==> src/rtl/dcb_pkg.sv <==
package dcb_pkg;

    // Controller modes of the DC-blocking section
    typedef enum logic [1:0] {
        ST_BYPASS = 2'd0,
        ST_PRIME  = 2'd1,
        ST_RUN    = 2'd2
    } dcb_state_e;

endpackage

==> src/rtl/dcb_ctrl.sv <==
module dcb_ctrl
    import dcb_pkg::*;
(
    input  logic       clk,
    input  logic       rst_n,
    input  logic       hpf_en,
    input  logic       in_valid,
    output dcb_state_e state_o,
    output logic       clr_hist,
    output logic       upd_hist
);

    dcb_state_e state_q;
    dcb_state_e state_d;

    // State register
    always_ff @(posedge clk or negedge rst_n) begin
        if (!rst_n) begin
            state_q <= ST_BYPASS;
        end else begin
            state_q <= state_d;
        end
    end

    // Next state: ARM, ARM_AND_FIRE, FIRST, DROP
    always_comb begin
        state_d = state_q;
        unique case (state_q)
            ST_BYPASS: begin
                if (hpf_en) begin
                    state_d = in_valid ? ST_RUN : ST_PRIME;
                end
            end
            ST_PRIME: begin
                if (!hpf_en) begin
                    state_d = ST_BYPASS;
                end else if (in_valid) begin
                    state_d = ST_RUN;
                end
            end
            ST_RUN: begin
                if (!hpf_en) begin
                    state_d = ST_BYPASS;
                end
            end
            default: state_d = ST_BYPASS;
        endcase
    end

    // Outputs to the history registers
    always_comb begin
        clr_hist = !hpf_en;
        upd_hist = hpf_en && in_valid;
    end

    assign state_o = state_q;

endmodule

==> src/rtl/dcb_arith.sv <==
module dcb_arith #(
    parameter int W  = 16,
    parameter int K  = 12,
    parameter int F  = 16,
    parameter int AW = W + F + 3,
    localparam int YW = AW - F
) (
    input  logic signed [W-1:0]  x_i,
    input  logic signed [W-1:0]  x_prev_i,
    input  logic signed [AW-1:0] acc_i,
    output logic signed [AW-1:0] acc_o,
    output logic signed [YW-1:0] y_o
);

    localparam logic signed [AW-1:0] HALF_LSB = {{(AW-1){1'b0}}, 1'b1} << (F - 1);

    logic signed [AW-1:0] x_ext;
    logic signed [AW-1:0] xp_ext;
    logic signed [AW-1:0] diff_scaled;
    logic signed [AW-1:0] leak;
    logic signed [AW-1:0] fb;
    logic signed [AW-1:0] rounded;

    always_comb begin
        x_ext       = {{(AW-W){x_i[W-1]}}, x_i};
        xp_ext      = {{(AW-W){x_prev_i[W-1]}}, x_prev_i};
        diff_scaled = (x_ext - xp_ext) <<< F;
        // a*acc with a = 1 - 2^-K, floor shift
        leak        = acc_i >>> K;
        fb          = acc_i - leak;
        acc_o       = diff_scaled + fb;
        rounded     = acc_o + HALF_LSB;
        y_o         = rounded[AW-1:F];
    end

endmodule

==> src/rtl/dcb_sat.sv <==
module dcb_sat #(
    parameter int IW = 19,
    parameter int OW = 16
) (
    input  logic signed [IW-1:0] d_i,
    output logic signed [OW-1:0] q_o
);

    generate
        if (IW > OW) begin : g_clamp
            localparam logic signed [IW-1:0] HI = {{(IW-OW+1){1'b0}}, {(OW-1){1'b1}}};
            localparam logic signed [IW-1:0] LO = ~HI;
            always_comb begin
                if (d_i > HI) begin
                    q_o = HI[OW-1:0];
                end else if (d_i < LO) begin
                    q_o = LO[OW-1:0];
                end else begin
                    q_o = d_i[OW-1:0];
                end
            end
        end else begin : g_pass
            always_comb q_o = OW'(d_i);
        end
    endgenerate

endmodule

==> src/rtl/dcb_hpf.sv <==
module dcb_hpf
    import dcb_pkg::*;
#(
    parameter int W = 16,
    parameter int K = 12,
    parameter int F = 16
) (
    input  logic                clk,
    input  logic                rst_n,
    input  logic                hpf_en,
    input  logic                in_valid,
    input  logic signed [W-1:0] in_sample,
    output logic                out_valid,
    output logic signed [W-1:0] out_sample
);

    localparam int AW = W + F + 3;
    localparam int YW = AW - F;

    dcb_state_e           state_q;
    logic                 clr_hist;
    logic                 upd_hist;
    logic signed [W-1:0]  x_prev_q;
    logic signed [AW-1:0] acc_q;
    logic signed [AW-1:0] acc_next;
    logic signed [YW-1:0] y_round;
    logic signed [W-1:0]  y_sat;

    dcb_ctrl u_ctrl (
        .clk      (clk),
        .rst_n    (rst_n),
        .hpf_en   (hpf_en),
        .in_valid (in_valid),
        .state_o  (state_q),
        .clr_hist (clr_hist),
        .upd_hist (upd_hist)
    );

    dcb_arith #(.W(W), .K(K), .F(F), .AW(AW)) u_arith (
        .x_i      (in_sample),
        .x_prev_i (x_prev_q),
        .acc_i    (acc_q),
        .acc_o    (acc_next),
        .y_o      (y_round)
    );

    dcb_sat #(.IW(YW), .OW(W)) u_sat (
        .d_i (y_round),
        .q_o (y_sat)
    );

    // Filter history
    always_ff @(posedge clk or negedge rst_n) begin
        if (!rst_n) begin
            x_prev_q <= '0;
            acc_q    <= '0;
        end else if (clr_hist) begin
            x_prev_q <= '0;
            acc_q    <= '0;
        end else if (upd_hist) begin
            x_prev_q <= in_sample;
            acc_q    <= acc_next;
        end
    end

    // Output register
    always_ff @(posedge clk or negedge rst_n) begin
        if (!rst_n) begin
            out_valid  <= 1'b0;
            out_sample <= '0;
        end else begin
            out_valid <= in_valid;
            if (in_valid) begin
                out_sample <= hpf_en ? y_sat : in_sample;
            end
        end
    end

endmodule

==> config.mk <==
export PLATFORM = sky130hd
export DESIGN_NAME = dcb_hpf
export DESIGN_NICKNAME = d
export VERILOG_FILES = /design/src/rtl/dcb_pkg.sv /design/src/rtl/dcb_ctrl.sv /design/src/rtl/dcb_arith.sv /design/src/rtl/dcb_sat.sv /design/src/rtl/dcb_hpf.sv
export SDC_FILE = /design/constraint.sdc
export NUM_CORES = 1
export LEC_CHECK = 0
export BUFFER_PORTS_ARGS = -buffer_cell sky130_fd_sc_hd__buf_2
export CAP_MARGIN = 20
export CORE_MARGIN = 2
export CORE_UTILIZATION = 40
export DETAILED_ROUTE_END_ITERATION = 6
export GPL_ROUTABILITY_DRIVEN = 0
export SYNTH_ARGS = -nofsm -noshare
export SYNTH_HDL_FRONTEND = slang
export SYNTH_SLANG_ARGS = --single-unit
==> constraint.sdc <==
create_clock -name clk -period 16.1 [get_ports clk]
set_input_delay 1.61 -clock clk [delete_from_list [all_inputs] [get_ports clk]]
set_output_delay 1.61 -clock clk [all_outputs]
set_load 0.1 [all_outputs]
==> impl_metrics.json, run 1 <==
{
  "critPathCapture": "out_sample[1]",
  "io_pins": 37,
  "synthMuxAreaShare_pct": 6.59,
  "slew_headroom_pct": 39.8,
  "end_kind": "flop",
  "skew_ps": 11.0,
  "regToRegEndpoint": "out_sample[1]",
  "cts_buffer_depth": 2,
  "timing.rr.start": "x_prev_q[1]",
  "hp-class": "flop to flop",
  "worstRegToRegCells": 26,
  "start_util_pct": 41.2,
  "grt_pass1_wl_mm": 27.3,
  "syn_area_um2": 6860,
  "coreArea_um2": 16600,
  "clkTransAtPathRegs_ps": 50,
  "fillers": 1639,
  "synth_compound_area_share_pct": 19.3,
  "die_w_um": 135,
  "async_flop_share_pct": 100,
  "first_global_vias": 5166,
  "wl_per_cell_um": 16.0,
  "hpwl_mm": 12.7,
  "worstPathArrival_ps": 7590,
  "area_growth_pct": 8.83,
  "drv_cap": 0,
  "cts-root-buf": "clkbuf_16",
  "fmax_ghz": 0.136,
  "ys_types": 71,
  "grt.overflow.total": 0,
  "htree_levels": 3,
  "cts_setup_buffers": 0,
  "synth_edf_count": 0,
  "die_area_um2": 18200,
  "drive_gt1_share_pct": 9.88,
  "drt-pass1-iter-count": 5,
  "reg2reg_slack_ps": 9720,
  "drt_iter0_drc": 238,
  "routed_wirelength_mm": 16.3,
  "ctsHoldBuffers": 0,
  "clock_latency_ps": 330,
  "ys_ff_latch": 68,
  "drv_slew": 0,
  "port_buffers": 36,
  "status": "complete, no violations",
  "grt_usage_pct": 18.9,
  "synth_xor_area_share_pct": 6.52,
  "grt_max_degree": 69,
  "hold_slack_ps": 521,
  "synth_warnings": 0,
  "vias_per_cell": 5.28,
  "tightest_slew_ps": 903,
  "synth_area_leaders": "dfrtp_1, ha_1, mux2i_1",
  "rsz0062_at_grt": "false",
  "cp_slowest_cell": "o311a_4",
  "synthSimpleGateAreaFrac_pct": 18.4,
  "crit_path_max_incr_delay_ps": 530,
  "synth_most_common_cell": "inv_1",
  "synth_cells": 776,
  "hold_viol": 0,
  "setup_tns_ps": 0,
  "multi_input_area_um2": 4710,
  "ys_seq_area_share_pct": 24.8,
  "drc": 0,
  "yosys.area.top_type": "dfrtp_1",
  "cts_resized": 0,
  "register_area_um2": 1700,
  "synthAdderAreaFrac_pct": 17.9,
  "fin_crit_ps": 7360,
  "start_kind": "primary input",
  "ys.flop_type": "dfrtp_1",
  "synthesis.nets": 882,
  "synth.top_cells.by_count": "inv_1, dfrtp_1, ha_1",
  "cts_tree": "built",
  "avgSynthCellArea_um2": 8.83,
  "clock_sinks": 68,
  "num_rows": 47,
  "crit_fanout": 15,
  "crit_start": "in_sample[1]",
  "synth_top_area_share_pct": 24.8,
  "num_vias": 5390,
  "setup_viol": 0,
  "post-route-period-util_pct": 45.7,
  "antenna_found_initial": 0,
  "die_h_um": 135,
  "critPathKind": "primary input to flop",
  "synth_top_family_by_area": "compound AO/OA/AOI/OAI gates",
  "path_common_cell": "a21oi_1",
  "numCtsBuffers": 9,
  "antenna_left": 0,
  "nNetsFinal": 903,
  "required_ps": 16330,
  "antenna_cells": 0
}
-- layer usage --
layer,global-route usage (%),share of wire (%),up-vias
met1,29.0,53,2537
met3,1.73,2.2,13
met5,0,0,-
met4,4.21,1.1,0
li1,-,-,2763
met2,28.7,43,77
-- layout make-up --
class,count,area share [%]
timing repair buffer,39,2.75
clock buffer,11,3.25
inverter,83,4.18
multi-input combinational,596,63.1
clock inverter,3,0.201
tap,220,3.69
sequential,68,22.8
-- critical path, delay by kind of cell --
kind / cells / cell delay [ps]
AOI/OAI and AO/OA: 15 / 3350
adders and majority gates: 3 / 1170
and+or+nand+nor: 6 / 1120
xor gates and xnor gates: 1 / 200
buffers and inverters: 1 / 120
-- how the worst min path moves through the flow --
stage / cells after the start / slack (ps) / to / start
final: 2 / 520 / out_sample[15] / out_sample[15]
after detailed placement: 1 / 510 / acc_q[22] / acc_q[22]
after global routing: 1 / 530 / acc_q[24] / acc_q[24]
after global placement: 1 / 500 / acc_q[9] / acc_q[9]
after floorplan: 1 / 480 / acc_q[9] / acc_q[9]
after CTS: 1 / 520 / acc_q[24] / acc_q[24]
-- metrics by stage --
step / cell area, um^2 / util, % / cells / setup slack [ps]
final: 7460 / 44.8 / 1020 / 8740
after global routing: 7460 / 44.8 / 1020 / 7930
after CTS: 7460 / 44.8 / 1020 / 8720
after detailed placement: 7200 / 43.3 / 1006 / 8380
after global placement: 7200 / 43.3 / 1006 / 8490
after floorplan: 6860 / - / 776 / 9160
-- registers in the layout, summed over array words and instances (netlist names) --
| name | cells |
|---|---|
| out_valid | 1 |
| acc_q | 35 |
| x_prev_q | 16 |
| out_sample | 16 |
-- logic make-up after synthesis --
group / after synthesis
adder cells (fa/ha/maj): 86
multiplexers: 45
buffers and inverters: 112
XOR/XNOR: 51
AO/OA/AOI/OAI: 173
flip-flops: 68
AND/OR/NAND/NOR: 241
-- cell usage in the layout, fill, tap and decap left out, types with 10 or more instances in the layout --
cell	synthesis	routed
mux2i_1	44	44
fa_1	20	20
xor2_1	16	16
ha_1	66	66
nor2b_1	46	46
a21o_1	15	15
nand3_1	18	18
nor2_1	53	53
o21a_1	10	10
inv_1	83	83
dfrtp_1	68	68
buf_2	6	35
nand2b_1	12	12
a21oi_1	49	49
a221oi_2	11	11
o21ai_0	19	19
and2_1	10	10
nor3_1	15	15
xnor2_1	35	35
nand2_1	50	50
Power of run 1 is not shown: default switching activity piles up to over one toggle a cycle in this logic, so the estimate is an artifact.
==> run 2, diff against run 1 <==
clock period = 7.3 ns   (was 16.1 ns; I/O delays follow)
==> impl_metrics.json, run 2 (synthesis results as in run 1) <==
{
  "die_w_um": 135,
  "hpwl_mm": 12.7,
  "coreArea_um2": 16600,
  "antenna_left": 0,
  "cts_tree": "built",
  "fmax_ghz": 0.153,
  "clock_latency_ps": 330,
  "port_buffers": 36,
  "path_common_cell": "a21oi_1",
  "area_growth_pct": 10.2,
  "nNetsFinal": 905,
  "num_vias": 5366,
  "fin_crit_ps": 6540,
  "rsz0062_at_grt": "false",
  "crit_fanout": 15,
  "clkTransAtPathRegs_ps": 60,
  "ctsHoldBuffers": 0,
  "slew_headroom_pct": 40.7,
  "antenna_found_initial": 0,
  "setup_viol": 0,
  "start_kind": "primary input",
  "num_rows": 47,
  "die_h_um": 135,
  "hp-class": "flop to flop",
  "crit_cells": 27,
  "cts_setup_buffers": 0,
  "io_pins": 37,
  "hold_viol": 0,
  "largest_register_ff_count": 35,
  "antenna_cells": 0,
  "final_common_cell": "inv_1",
  "grt_pass1_wl_mm": 27.4,
  "drv_cap": 0,
  "critPathKind": "primary input to flop",
  "start_util_pct": 41.2,
  "first_global_vias": 5287,
  "required_ps": 7470,
  "vias_per_cell": 5.24,
  "routed_wirelength_mm": 16.5,
  "drt_iter0_drc": 315,
  "cts_buffer_depth": 2,
  "wl_per_cell_um": 16.1,
  "clock_sinks": 68,
  "cts-root-buf": "clkbuf_16",
  "max_flop_register": "acc_q",
  "fillers": 1647,
  "end_kind": "flop",
  "status": "complete, no violations",
  "cp_slowest_cell": "fa_1",
  "drc": 0,
  "fin_area_um2": 7550,
  "die_area_um2": 18200,
  "grt_usage_pct": 18.9,
  "grt_max_degree": 69,
  "worstRegToRegCells": 27,
  "drive_gt1_share_pct": 10.4,
  "reg_top3": "acc_q: 35 flops, out_sample: 16 flops, x_prev_q: 16 flops",
  "cp_num_buf_inv": 1,
  "skew_ps": 8.90,
  "holdPathStages": 1,
  "crit_path_max_incr_delay_ps": 470,
  "mostFrequentLayoutCells": "inv_1, dfrtp_1, ha_1",
  "htree_levels": 3,
  "setup_tns_ps": 0,
  "post-route-period-util_pct": 89.6,
  "drt-pass1-iter-count": 4,
  "worstPathArrival_ps": 6710,
  "grt.overflow.total": 0,
  "tightest_slew_ps": 889,
  "drv_slew": 0,
  "crit_family": "compound AO/OA/AOI/OAI gates",
  "dpl_cell_area_um2": 7220,
  "cts_resized": 0,
  "numCtsBuffers": 9
}
==> run 2: cell types whose count changed in the layout (fill, tap and decap cells not counted), sizes merged <==
cell    before  now
buf         39   41
bufinv       0    2
clkbuf      11   12
clkinv       3    2
==> run 2: final timing paths <==
kind / startpoint / endpoint / slack [ps]
worst max register to register: x_prev_q[1] / out_sample[3] / 840
worst min-delay path: acc_q[0] / acc_q[0] / 520
worst max-delay path: in_sample[1] / out_sample[3] / 760
max in group asynchronous: rst_n / acc_q[26] / 6120
worst min register to register: acc_q[0] / acc_q[0] / 520
min in group asynchronous: rst_n / out_valid / 610
==> run 2: worst reg2reg max path, stage by stage (launching register included) <==
cell	delay (ps)
dfrtp_1	400
inv_1	60
ha_1	260
nor2b_1	120
o21ai_0	240
a21oi_1	120
o21ai_0	230
a21oi_1	120
o21ai_0	220
a21oi_1	110
o21ai_0	200
a21oi_1	150
a21o_1	200
a21oi_1	170
xnor2_1	200
fa_1	470
ha_1	420
nand2_1	160
nor2_1	200
nor3_1	80
a21o_1	150
a311oi_1	410
nand2_1	170
nor4b_2	410
a31oi_1	170
a41oi_1	310
o311a_4	420
a221oi_1	150
==> run 2: layer usage <==
| metal | vias to the layer above | GRT usage (%) | share of wire, % |
|---|---|---|---|
| li1 | 2770 | - | - |
| met1 | 2509 | 27.9 | 53 |
| met2 | 75 | 29.7 | 43 |
| met3 | 12 | 1.65 | 2.2 |
| met4 | 0 | 4.97 | 1.5 |
| met5 | - | 0 | 0 |
==> run 2: layout make-up <==
| type | count | area (um^2) | share of cell area, % |
|---|---|---|---|
| repair buffers | 41 | 220 | 2.91 |
| well taps | 220 | 275 | 3.64 |
| clock inverters | 4 | 70.1 | 0.927 |
| inverters | 83 | 312 | 4.12 |
| multi-input cells | 596 | 4710 | 62.3 |
| flip-flops and latches | 68 | 1700 | 22.5 |
| clock buffers | 12 | 267 | 3.53 |
==> run 2: stage by stage <==
| step | worst slack [ps] | cells | hold WS [ps] | util [%] |
|---|---|---|---|---|
| after floorplan | 1240 | 776 | 434 | - |
| after global placement | 612 | 1008 | 498 | 43.4 |
| after detailed placement | 540 | 1008 | 514 | 43.4 |
| after CTS | 808 | 1024 | 527 | 45.4 |
| after global routing | 15.6 | 1024 | 549 | 45.4 |
| final | 757 | 1024 | 522 | 45.4 |
Power of run 2 is left out for the same reason.
